**src/rtl/tcc_pkg.sv**
```systemverilog
// Package: shared widths, register offsets and bit positions of the
// capture/compare unit. Assumes an 8-bit data bus and a 16-bit counter.
package tcc_pkg;
    localparam int ADDR_W = 5;
    localparam int DATA_W = 8;
    localparam int CNT_W  = 2 * DATA_W;
    localparam int NUM_CAP = 2;
    localparam int NUM_EV  = 3;

    // event indices into the flag vector
    localparam int EV_CAP1 = 0;
    localparam int EV_CAP2 = 1;
    localparam int EV_CMP  = 2;

    // register offsets
    localparam logic [ADDR_W-1:0] A_CTRL    = 5'h12;
    localparam logic [ADDR_W-1:0] A_STAT    = 5'h13;
    localparam logic [ADDR_W-1:0] A_CAP1_HI = 5'h14;
    localparam logic [ADDR_W-1:0] A_CAP1_LO = 5'h15;
    localparam logic [ADDR_W-1:0] A_CNT_HI  = 5'h18;
    localparam logic [ADDR_W-1:0] A_CNT_LO  = 5'h19;
    localparam logic [ADDR_W-1:0] A_CAP2_HI = 5'h1C;
    localparam logic [ADDR_W-1:0] A_CAP2_LO = 5'h1D;
    localparam logic [ADDR_W-1:0] A_CMP_HI  = 5'h1E;
    localparam logic [ADDR_W-1:0] A_CMP_LO  = 5'h1F;

    // control bit positions
    localparam int CTRL_CAP_IE = 7;
    localparam int CTRL_CMP_IE = 6;
    localparam int CTRL_RISE1  = 1;

    // status bit positions
    localparam int STAT_CAP1 = 7;
    localparam int STAT_CMP  = 6;
    localparam int STAT_CAP2 = 4;
endpackage

```
**src/rtl/tcc_capture_ch.sv**
```systemverilog
// Capture channel: synchronizes an asynchronous pin, detects the selected
// edge and stores the counter value of the detection cycle.
// Assumes the pin idles high; the stored value has no reset (undefined
// until the first capture).
module tcc_capture_ch #(
    parameter int CNT_W       = 16,
    parameter int SYNC_STAGES = 2
) (
    input  logic             clk,
    input  logic             rst_n,
    input  logic             pin_i,
    input  logic             rise_sel_i,
    input  logic [CNT_W-1:0] cnt_i,
    output logic             hit_o,
    output logic [CNT_W-1:0] cap_o
);
    localparam int LAST = SYNC_STAGES - 1;

    logic [SYNC_STAGES-1:0] sync_q;
    logic                   last_q;
    logic                   rise_w;
    logic                   fall_w;
    logic [CNT_W-1:0]       cap_q;

    // synchronizer chain plus one history flop for edge detection
    always_ff @(posedge clk) begin
        if (!rst_n) begin
            sync_q <= '1;
            last_q <= 1'b1;
        end else begin
            sync_q <= {sync_q[LAST-1:0], pin_i};
            last_q <= sync_q[LAST];
        end
    end

    // edge decode and selection
    always_comb begin
        rise_w = sync_q[LAST] & ~last_q;
        fall_w = ~sync_q[LAST] & last_q;
        hit_o  = rise_sel_i ? rise_w : fall_w;
    end

    // capture storage, intentionally without reset
    always_ff @(posedge clk) begin
        if (hit_o) begin
            cap_q <= cnt_i;
        end
    end

    assign cap_o = cap_q;

    p_capture_value_r2: assert property (@(posedge clk) disable iff (!rst_n)
        hit_o |=> (cap_o == $past(cnt_i)))
        else $error("capture value differs from detection-cycle count");

    p_one_edge_r3: assert property (@(posedge clk) disable iff (!rst_n)
        hit_o |=> !hit_o)
        else $error("edge reported in two consecutive cycles");
endmodule

```
**src/rtl/tcc_event_flag.sv**
```systemverilog
// Event flag with a two-step clear. A status read arms the clear only if
// the flag is already set; the next low-byte read then clears it. A new
// event always wins and disarms any pending clear.
// Assumes the status read and the low-byte read never share a cycle.
module tcc_event_flag (
    input  logic clk,
    input  logic rst_n,
    input  logic set_i,
    input  logic stat_rd_i,
    input  logic low_rd_i,
    output logic flag_o
);
    logic flag_q;
    logic armed_q;

    // flag and arm state update
    always_ff @(posedge clk) begin
        if (!rst_n) begin
            flag_q  <= 1'b0;
            armed_q <= 1'b0;
        end else begin
            if (set_i) begin
                flag_q <= 1'b1;
            end else if (low_rd_i && armed_q) begin
                flag_q <= 1'b0;
            end
            if (set_i) begin
                armed_q <= 1'b0;
            end else if (stat_rd_i) begin
                armed_q <= flag_q;
            end else if (low_rd_i) begin
                armed_q <= 1'b0;
            end
        end
    end

    assign flag_o = flag_q;

    p_set_wins_r9: assert property (@(posedge clk) disable iff (!rst_n)
        set_i |=> flag_o)
        else $error("event lost");

    p_clear_by_low_r6: assert property (@(posedge clk) disable iff (!rst_n)
        $fell(flag_o) |-> $past(low_rd_i))
        else $error("flag cleared without low-byte read");

    p_hold_r6: assert property (@(posedge clk) disable iff (!rst_n)
        (!set_i && !low_rd_i) |=> $stable(flag_o))
        else $error("flag changed without cause");
endmodule

```
**src/rtl/tcc_compare.sv**
```systemverilog
// Output compare register and match detection. The match is evaluated
// against the counter's next value, so the event coincides with the
// counter stepping onto the compare value (once per step).
// Assumes the counter advances on every clock.
module tcc_compare #(
    parameter int DATA_W = 8,
    parameter int CNT_W  = 16
) (
    input  logic              clk,
    input  logic              rst_n,
    input  logic              wr_hi_i,
    input  logic              wr_lo_i,
    input  logic [DATA_W-1:0] wdata_i,
    input  logic [CNT_W-1:0]  cnt_i,
    output logic [CNT_W-1:0]  cmp_o,
    output logic              hit_o
);
    logic [CNT_W-1:0] cmp_q;

    // byte-wise compare register writes
    always_ff @(posedge clk) begin
        if (!rst_n) begin
            cmp_q <= '1;
        end else begin
            if (wr_hi_i) cmp_q[CNT_W-1:DATA_W] <= wdata_i;
            if (wr_lo_i) cmp_q[DATA_W-1:0]     <= wdata_i;
        end
    end

    // match on the value the counter is about to take
    always_comb begin
        hit_o = ((cnt_i + CNT_W'(1)) == cmp_q);
    end

    assign cmp_o = cmp_q;

    p_cmp_write_r5: assert property (@(posedge clk) disable iff (!rst_n)
        wr_lo_i |=> (cmp_o[DATA_W-1:0] == $past(wdata_i)))
        else $error("compare low byte write lost");
endmodule

```
**src/rtl/tcc_timer.sv**
```systemverilog
// Capture/compare unit top: free-running counter, two capture channels,
// one compare channel, three event flags, register decode and interrupt.
// Assumes a single-master 8-bit bus with read and write never together.
module tcc_timer
    import tcc_pkg::*;
#(
    parameter int SYNC_STAGES = 2
) (
    input  logic              clk,
    input  logic              rst_n,
    input  logic [ADDR_W-1:0] bus_addr,
    input  logic              bus_rd,
    input  logic              bus_wr,
    input  logic [DATA_W-1:0] bus_wdata,
    output logic [DATA_W-1:0] bus_rdata,
    input  logic              cap_pin_a,
    input  logic              cap_pin_b,
    output logic              irq
);
    logic [CNT_W-1:0]  cnt_q;
    logic [DATA_W-1:0] ctrl_q;
    logic [NUM_CAP-1:0] pins_w;
    logic [NUM_CAP-1:0] rise_sel_w;
    logic [NUM_CAP-1:0] cap_hit_w;
    logic [CNT_W-1:0]  cap_val_w [NUM_CAP];
    logic [CNT_W-1:0]  cmp_val_w;
    logic              cmp_hit_w;
    logic [NUM_EV-1:0] ev_set_w;
    logic [NUM_EV-1:0] low_rd_w;
    logic [NUM_EV-1:0] flag_w;
    logic              stat_rd_w;
    logic [DATA_W-1:0] stat_w;

    // free-running counter
    always_ff @(posedge clk) begin
        if (!rst_n) cnt_q <= '0;
        else        cnt_q <= cnt_q + CNT_W'(1);
    end

    // control register
    always_ff @(posedge clk) begin
        if (!rst_n)                           ctrl_q <= '0;
        else if (bus_wr && bus_addr == A_CTRL) ctrl_q <= bus_wdata;
    end

    // channel pin and edge-select routing; channel two is falling-only
    always_comb begin
        pins_w     = {cap_pin_b, cap_pin_a};
        rise_sel_w = {1'b0, ctrl_q[CTRL_RISE1]};
    end

    for (genvar gi = 0; gi < NUM_CAP; gi++) begin : g_cap
        tcc_capture_ch #(
            .CNT_W       (CNT_W),
            .SYNC_STAGES (SYNC_STAGES)
        ) u_ch (
            .clk        (clk),
            .rst_n      (rst_n),
            .pin_i      (pins_w[gi]),
            .rise_sel_i (rise_sel_w[gi]),
            .cnt_i      (cnt_q),
            .hit_o      (cap_hit_w[gi]),
            .cap_o      (cap_val_w[gi])
        );
    end

    tcc_compare #(
        .DATA_W (DATA_W),
        .CNT_W  (CNT_W)
    ) u_cmp (
        .clk     (clk),
        .rst_n   (rst_n),
        .wr_hi_i (bus_wr && bus_addr == A_CMP_HI),
        .wr_lo_i (bus_wr && bus_addr == A_CMP_LO),
        .wdata_i (bus_wdata),
        .cnt_i   (cnt_q),
        .cmp_o   (cmp_val_w),
        .hit_o   (cmp_hit_w)
    );

    // event and clear-strobe routing per flag
    always_comb begin
        stat_rd_w          = bus_rd && (bus_addr == A_STAT);
        ev_set_w[EV_CAP1]  = cap_hit_w[0];
        ev_set_w[EV_CAP2]  = cap_hit_w[1];
        ev_set_w[EV_CMP]   = cmp_hit_w;
        low_rd_w[EV_CAP1]  = bus_rd && (bus_addr == A_CAP1_LO);
        low_rd_w[EV_CAP2]  = bus_rd && (bus_addr == A_CAP2_LO);
        low_rd_w[EV_CMP]   = bus_rd && (bus_addr == A_CMP_LO);
    end

    for (genvar gf = 0; gf < NUM_EV; gf++) begin : g_flag
        tcc_event_flag u_flag (
            .clk       (clk),
            .rst_n     (rst_n),
            .set_i     (ev_set_w[gf]),
            .stat_rd_i (stat_rd_w),
            .low_rd_i  (low_rd_w[gf]),
            .flag_o    (flag_w[gf])
        );
    end

    // status byte assembly
    always_comb begin
        stat_w            = '0;
        stat_w[STAT_CAP1] = flag_w[EV_CAP1];
        stat_w[STAT_CAP2] = flag_w[EV_CAP2];
        stat_w[STAT_CMP]  = flag_w[EV_CMP];
    end

    // read data multiplexer
    always_comb begin
        case (bus_addr)
            A_CTRL:    bus_rdata = ctrl_q;
            A_STAT:    bus_rdata = stat_w;
            A_CAP1_HI: bus_rdata = cap_val_w[0][CNT_W-1:DATA_W];
            A_CAP1_LO: bus_rdata = cap_val_w[0][DATA_W-1:0];
            A_CNT_HI:  bus_rdata = cnt_q[CNT_W-1:DATA_W];
            A_CNT_LO:  bus_rdata = cnt_q[DATA_W-1:0];
            A_CAP2_HI: bus_rdata = cap_val_w[1][CNT_W-1:DATA_W];
            A_CAP2_LO: bus_rdata = cap_val_w[1][DATA_W-1:0];
            A_CMP_HI:  bus_rdata = cmp_val_w[CNT_W-1:DATA_W];
            A_CMP_LO:  bus_rdata = cmp_val_w[DATA_W-1:0];
            default:   bus_rdata = '0;
        endcase
    end

    // interrupt combination
    always_comb begin
        irq = (ctrl_q[CTRL_CAP_IE] && (flag_w[EV_CAP1] || flag_w[EV_CAP2]))
           || (ctrl_q[CTRL_CMP_IE] && flag_w[EV_CMP]);
    end

    p_count_step_r1: assert property (@(posedge clk) disable iff (!rst_n)
        $past(rst_n) |-> (cnt_q == $past(cnt_q) + CNT_W'(1)))
        else $error("counter skipped");

    p_cmp_match_r5: assert property (@(posedge clk) disable iff (!rst_n)
        $rose(flag_w[EV_CMP]) |-> (($past(cnt_q) + CNT_W'(1)) == $past(cmp_val_w)))
        else $error("compare flag without match");

    p_irq_masked_r7: assert property (@(posedge clk) disable iff (!rst_n)
        (!ctrl_q[CTRL_CAP_IE] && !ctrl_q[CTRL_CMP_IE]) |-> !irq)
        else $error("interrupt with both enables clear");

    p_irq_cap_r7: assert property (@(posedge clk) disable iff (!rst_n)
        (ctrl_q[CTRL_CAP_IE] && flag_w[EV_CAP2]) |-> irq)
        else $error("enabled capture flag without interrupt");
endmodule

```
**config.mk**
```make
export PLATFORM = sky130hd
export DESIGN_NAME = tcc_timer
export DESIGN_NICKNAME = d
export VERILOG_FILES = /design/src/rtl/tcc_pkg.sv /design/src/rtl/tcc_capture_ch.sv /design/src/rtl/tcc_event_flag.sv /design/src/rtl/tcc_compare.sv /design/src/rtl/tcc_timer.sv
export SDC_FILE = /design/constraint.sdc
export NUM_CORES = 1
export LEC_CHECK = 0
export ABC_AREA = 1
export CAP_MARGIN = 10
export CELL_PAD_IN_SITES_DETAIL_PLACEMENT = 0
export CELL_PAD_IN_SITES_GLOBAL_PLACEMENT = 1
export CORE_ASPECT_RATIO = 2
export CORE_MARGIN = 2
export CORE_UTILIZATION = 47
export DETAILED_ROUTE_END_ITERATION = 8
export DONT_BUFFER_PORTS = 1
export HOLD_SLACK_MARGIN = 0.1
export PLACE_DENSITY_LB_ADDON = 0.1
export SLEW_MARGIN = 20
export SYNTH_ARGS = -nofsm -noshare
export SYNTH_HDL_FRONTEND = slang
export SYNTH_SLANG_ARGS = --single-unit
```
**constraint.sdc**
```tcl
create_clock -name clk -period 2.2 [get_ports clk]
set_input_delay 0.33 -clock clk [delete_from_list [all_inputs] [get_ports clk]]
set_output_delay 0.33 -clock clk [all_outputs]
set_load 0.05 [all_outputs]
```
==> out/results.txt <==
outcome - finished, final reports clean
Comb power frac - 6.9%
WL/cell - 18.3 um
Final Hold Vio Count - 0
io pins - 28
final clock skew - 0.00575 ns
Worst Hold Class - in -> reg
clock latency on the worst-skew pair - 0.34 ns
worst reg2reg path startpoint - cnt_q[4]
final worst-path cycle share - 93.3%
Crit. End Element - output pin
worst slew pin tran - 0.904 ns
switching part of the total - 23.5%
DRT Pass-1 Iters - 4
Post-DRT Antenna Nets - 0
routability cong. - 0.967
initial antenna violation count - 0
synth warn - 0
worst vdd ir - 0.570 mV
worst hold stages - 2
largest family of logic cells by synthesized area - simple AND/OR/NAND/NOR gates
Simple-Gate Fraction of Synth Area - 26.2%
CP max-delay cell - nor3_1
adder-cell share of the synthesized area - 0.318%
Slew headroom - 39.6%
Mapped Cells - 482
Total GRT Usage - 26.5%
RSZ-0062 raised after global routing - false
part of the Yosys area used for sequential elements - 51.0%
Worst-path clk slew - 0.06 ns
Int Pwr - 2.49 mW
WHS Endpoint - g_flag[0].u_flag.armed_q
HP Start - rst_n
first-pass GRT wire length - 17100 um
Distinct cells, synth - 37
crit-path cells - inv_1 -> nor3_1 -> nand2_1 -> o22ai_1 -> a221oi_1 -> o211ai_1 -> buf_12
Fin Setup TNS - 0 ns
die width - 68.7 um
clk sink count - 84
H-tree levels - 3
die area - 9150 um^2
PnR worst setup slack - 0.147 ns
row count - 47
Post-layout nets - 532
sequential share of power - 50.9%
DP HPWL - 8550 um
WP data arrival - 1.72 ns
mapped cell area - 3930 um^2
commonest non-fill, non-tap cell in the layout - nand2_1
XOR/XNOR Fraction of Synth Area - 1.02%
CTS tree - done
pin count of the biggest net entering global routing - 23
Synth Area per Inst - 8.15 um^2
Slew Viols, Final - 0
Crit path largest cell delay - 0.36 ns
DIE HEIGHT - 133 um
port bufs - 0
Post-CTS Setup Bufs - 0
Initial Util - 48.1%
r2r worst-path depth - 11
DP Worst Slack - 0.0408 ns
GR Overflow Total - 0
Vias/cell - 5.62
post-synthesis register bit count - 84
commonest cells after routing, fill and taps aside - nand2_1, inv_1, dfxtp_1
endpoints failing setup - 0
multiplexer share of the synthesized area - 0%
Pwr Density - 707 nW/um^2
Worst R2R Setup Slack - 0.21 ns
Leak - 1.81 nW
DRC Markers - 0
CTS max path bufs - 2
minimum clock period - 2.05 ns
worst r2r dst - g_flag[2].u_flag.flag_o
maxcap violations - 0
critical-path maximum fanout - 8
Crit Path Category - in -> out
CTS buffer count - 9
vias in the first global route - 3240
Area Growth Syn to Fin - 17.1%
Routed WL - 11300 um
# diodes - 0
WP data required - 1.87 ns
CP Launch Type - input port
Net Sw Power - 0.765 mW
via count - 3456
fmax - 0.487 GHz
clock network power share - 42.1%
layout cells sized above 1 - 12.4%
Core Footprint - 8170 um^2
drt initial violations - 164
compound-cell area share of the yosys netlist - 14.4%
synthesized net count - 502
root buffer cell - clkbuf_16
==> layer usage <==
metal	GRT usage (%)	vias up	part of all wire [%]
met1	31.2	1606	39
met2	44.6	124	52
met3	4.39	25	4.9
met4	13.3	0	4.2
met5	0	-	0
li1	-	1701	-
==> metrics by stage <==
step / total power [mW] / util [%] / std cells / area (um^2) / hold WS [ns]
after floorplan: 1.82 / - / 482 / 3930 / 0.392
after global placement: 1.90 / 52.5 / 595 / 4290 / 0.396
after detailed placement: 1.90 / 52.5 / 595 / 4290 / 0.401
after CTS: 3.26 / 56.3 / 615 / 4600 / 0.105
after global routing: 3.35 / 56.3 / 615 / 4600 / 0.108
final: 3.25 / 56.3 / 615 / 4600 / 0.109
==> worst max-delay path by stage <==
stage / start / end / slack, ns
6_report: bus_addr[3] / bus_rdata[3] / 0.15
5_1_grt: bus_addr[3] / bus_rdata[3] / 0.03
4_1_cts: bus_addr[4] / bus_rdata[5] / 0.05
3_5_place_dp: bus_addr[4] / bus_rdata[5] / 0.04
3_3_place_gp: bus_addr[4] / bus_rdata[5] / 0.06
2_1_floorplan: bus_addr[2] / bus_rdata[3] / 0.29
==> flip-flops by register name, summed over array words and instances, names as in the netlist <==
register / cells
u_cmp.cmp_o: 16
g_flag.u_flag.flag_o: 3
g_cap.u_ch.cap_o: 32
ctrl_q: 8
g_flag.u_flag.armed_q: 3
g_cap.u_ch.last_q: 2
g_cap.u_ch.sync_q: 4
cnt_q: 16
==> worst max-delay path, delay by kind of cell <==
kind	cells	cell delay [ns]
compound gates	3	0.49
buf+inv	2	0.21
simple gates	2	0.69
==> cells by family (layout without fill, tap and decap cells) <==
kind of cell	count (synthesis)	count (layout)
DFF	84	84
adders and majority gates	1	1
and+or+nand+nor	234	234
AOI/OAI and AO/OA	89	89
buffers and inverters	71	106
xor gates and xnor gates	3	3
==> synth_stat cells <==
cell | number | area, um^2
a211oi_1 | 2 | 15.0
a21oi_1 | 28 | 140
a21oi_2 | 1 | 8.76
a221oi_1 | 6 | 52.6
a311oi_1 | 1 | 8.76
a31oi_1 | 3 | 18.8
a32o_1 | 3 | 30.0
and3_1 | 1 | 6.26
buf_2 | 4 | 20.0
buf_4 | 2 | 15.0
clkbuf_1 | 4 | 15.0
clkinv_1 | 1 | 3.75
dfxtp_1 | 52 | 1040
edfxtp_1 | 32 | 961
ha_1 | 1 | 12.5
inv_1 | 57 | 214
inv_2 | 3 | 11.3
nand2_1 | 118 | 443
nand2_2 | 3 | 18.8
nand3_1 | 43 | 215
nand3_2 | 1 | 10.0
nand3b_1 | 2 | 15.0
nand4_1 | 8 | 50.1
nor2_1 | 40 | 150
nor2_2 | 8 | 50.1
nor2_4 | 1 | 11.3
nor3_1 | 2 | 10.0
nor3_2 | 2 | 20.0
o2111a_1 | 1 | 11.3
o211ai_1 | 16 | 120
o21ai_0 | 12 | 60.1
o21ai_1 | 1 | 5.00
o22ai_1 | 15 | 93.8
or2_2 | 5 | 31.3
xnor2_1 | 1 | 8.76
xnor3_1 | 1 | 22.5
xor2_1 | 1 | 8.76
==> timing repair <==
item,4_1_cts,5_1_grt
resized for setup,0,1
endpoints found under the hold margin,20,0
setup endpoints to repair,0,2
hold buffers,4,0
==> power groups by stage <==
stage | Clock [mW] | Sequential (mW) | Combinational [mW]
after floorplan | 0 | 1.69 | 0.134
after detailed placement | 0 | 1.69 | 0.213
after global routing | 1.44 | 1.66 | 0.241
after CTS | 1.38 | 1.66 | 0.225
final | 1.37 | 1.66 | 0.225
after global placement | 0 | 1.69 | 0.211
==> layout make-up <==
cell class / instances / area (um^2)
inverters: 61 / 229
fillers: 770 / 3570
flip-flops and latches: 84 / 2000
clock buffers: 10 / 229
well taps: 98 / 123
repair buffers: 29 / 328
clock inverters: 6 / 41.3
multi-input cells: 327 / 1650
No activity file was read; power rests on OpenSTA's default activity.
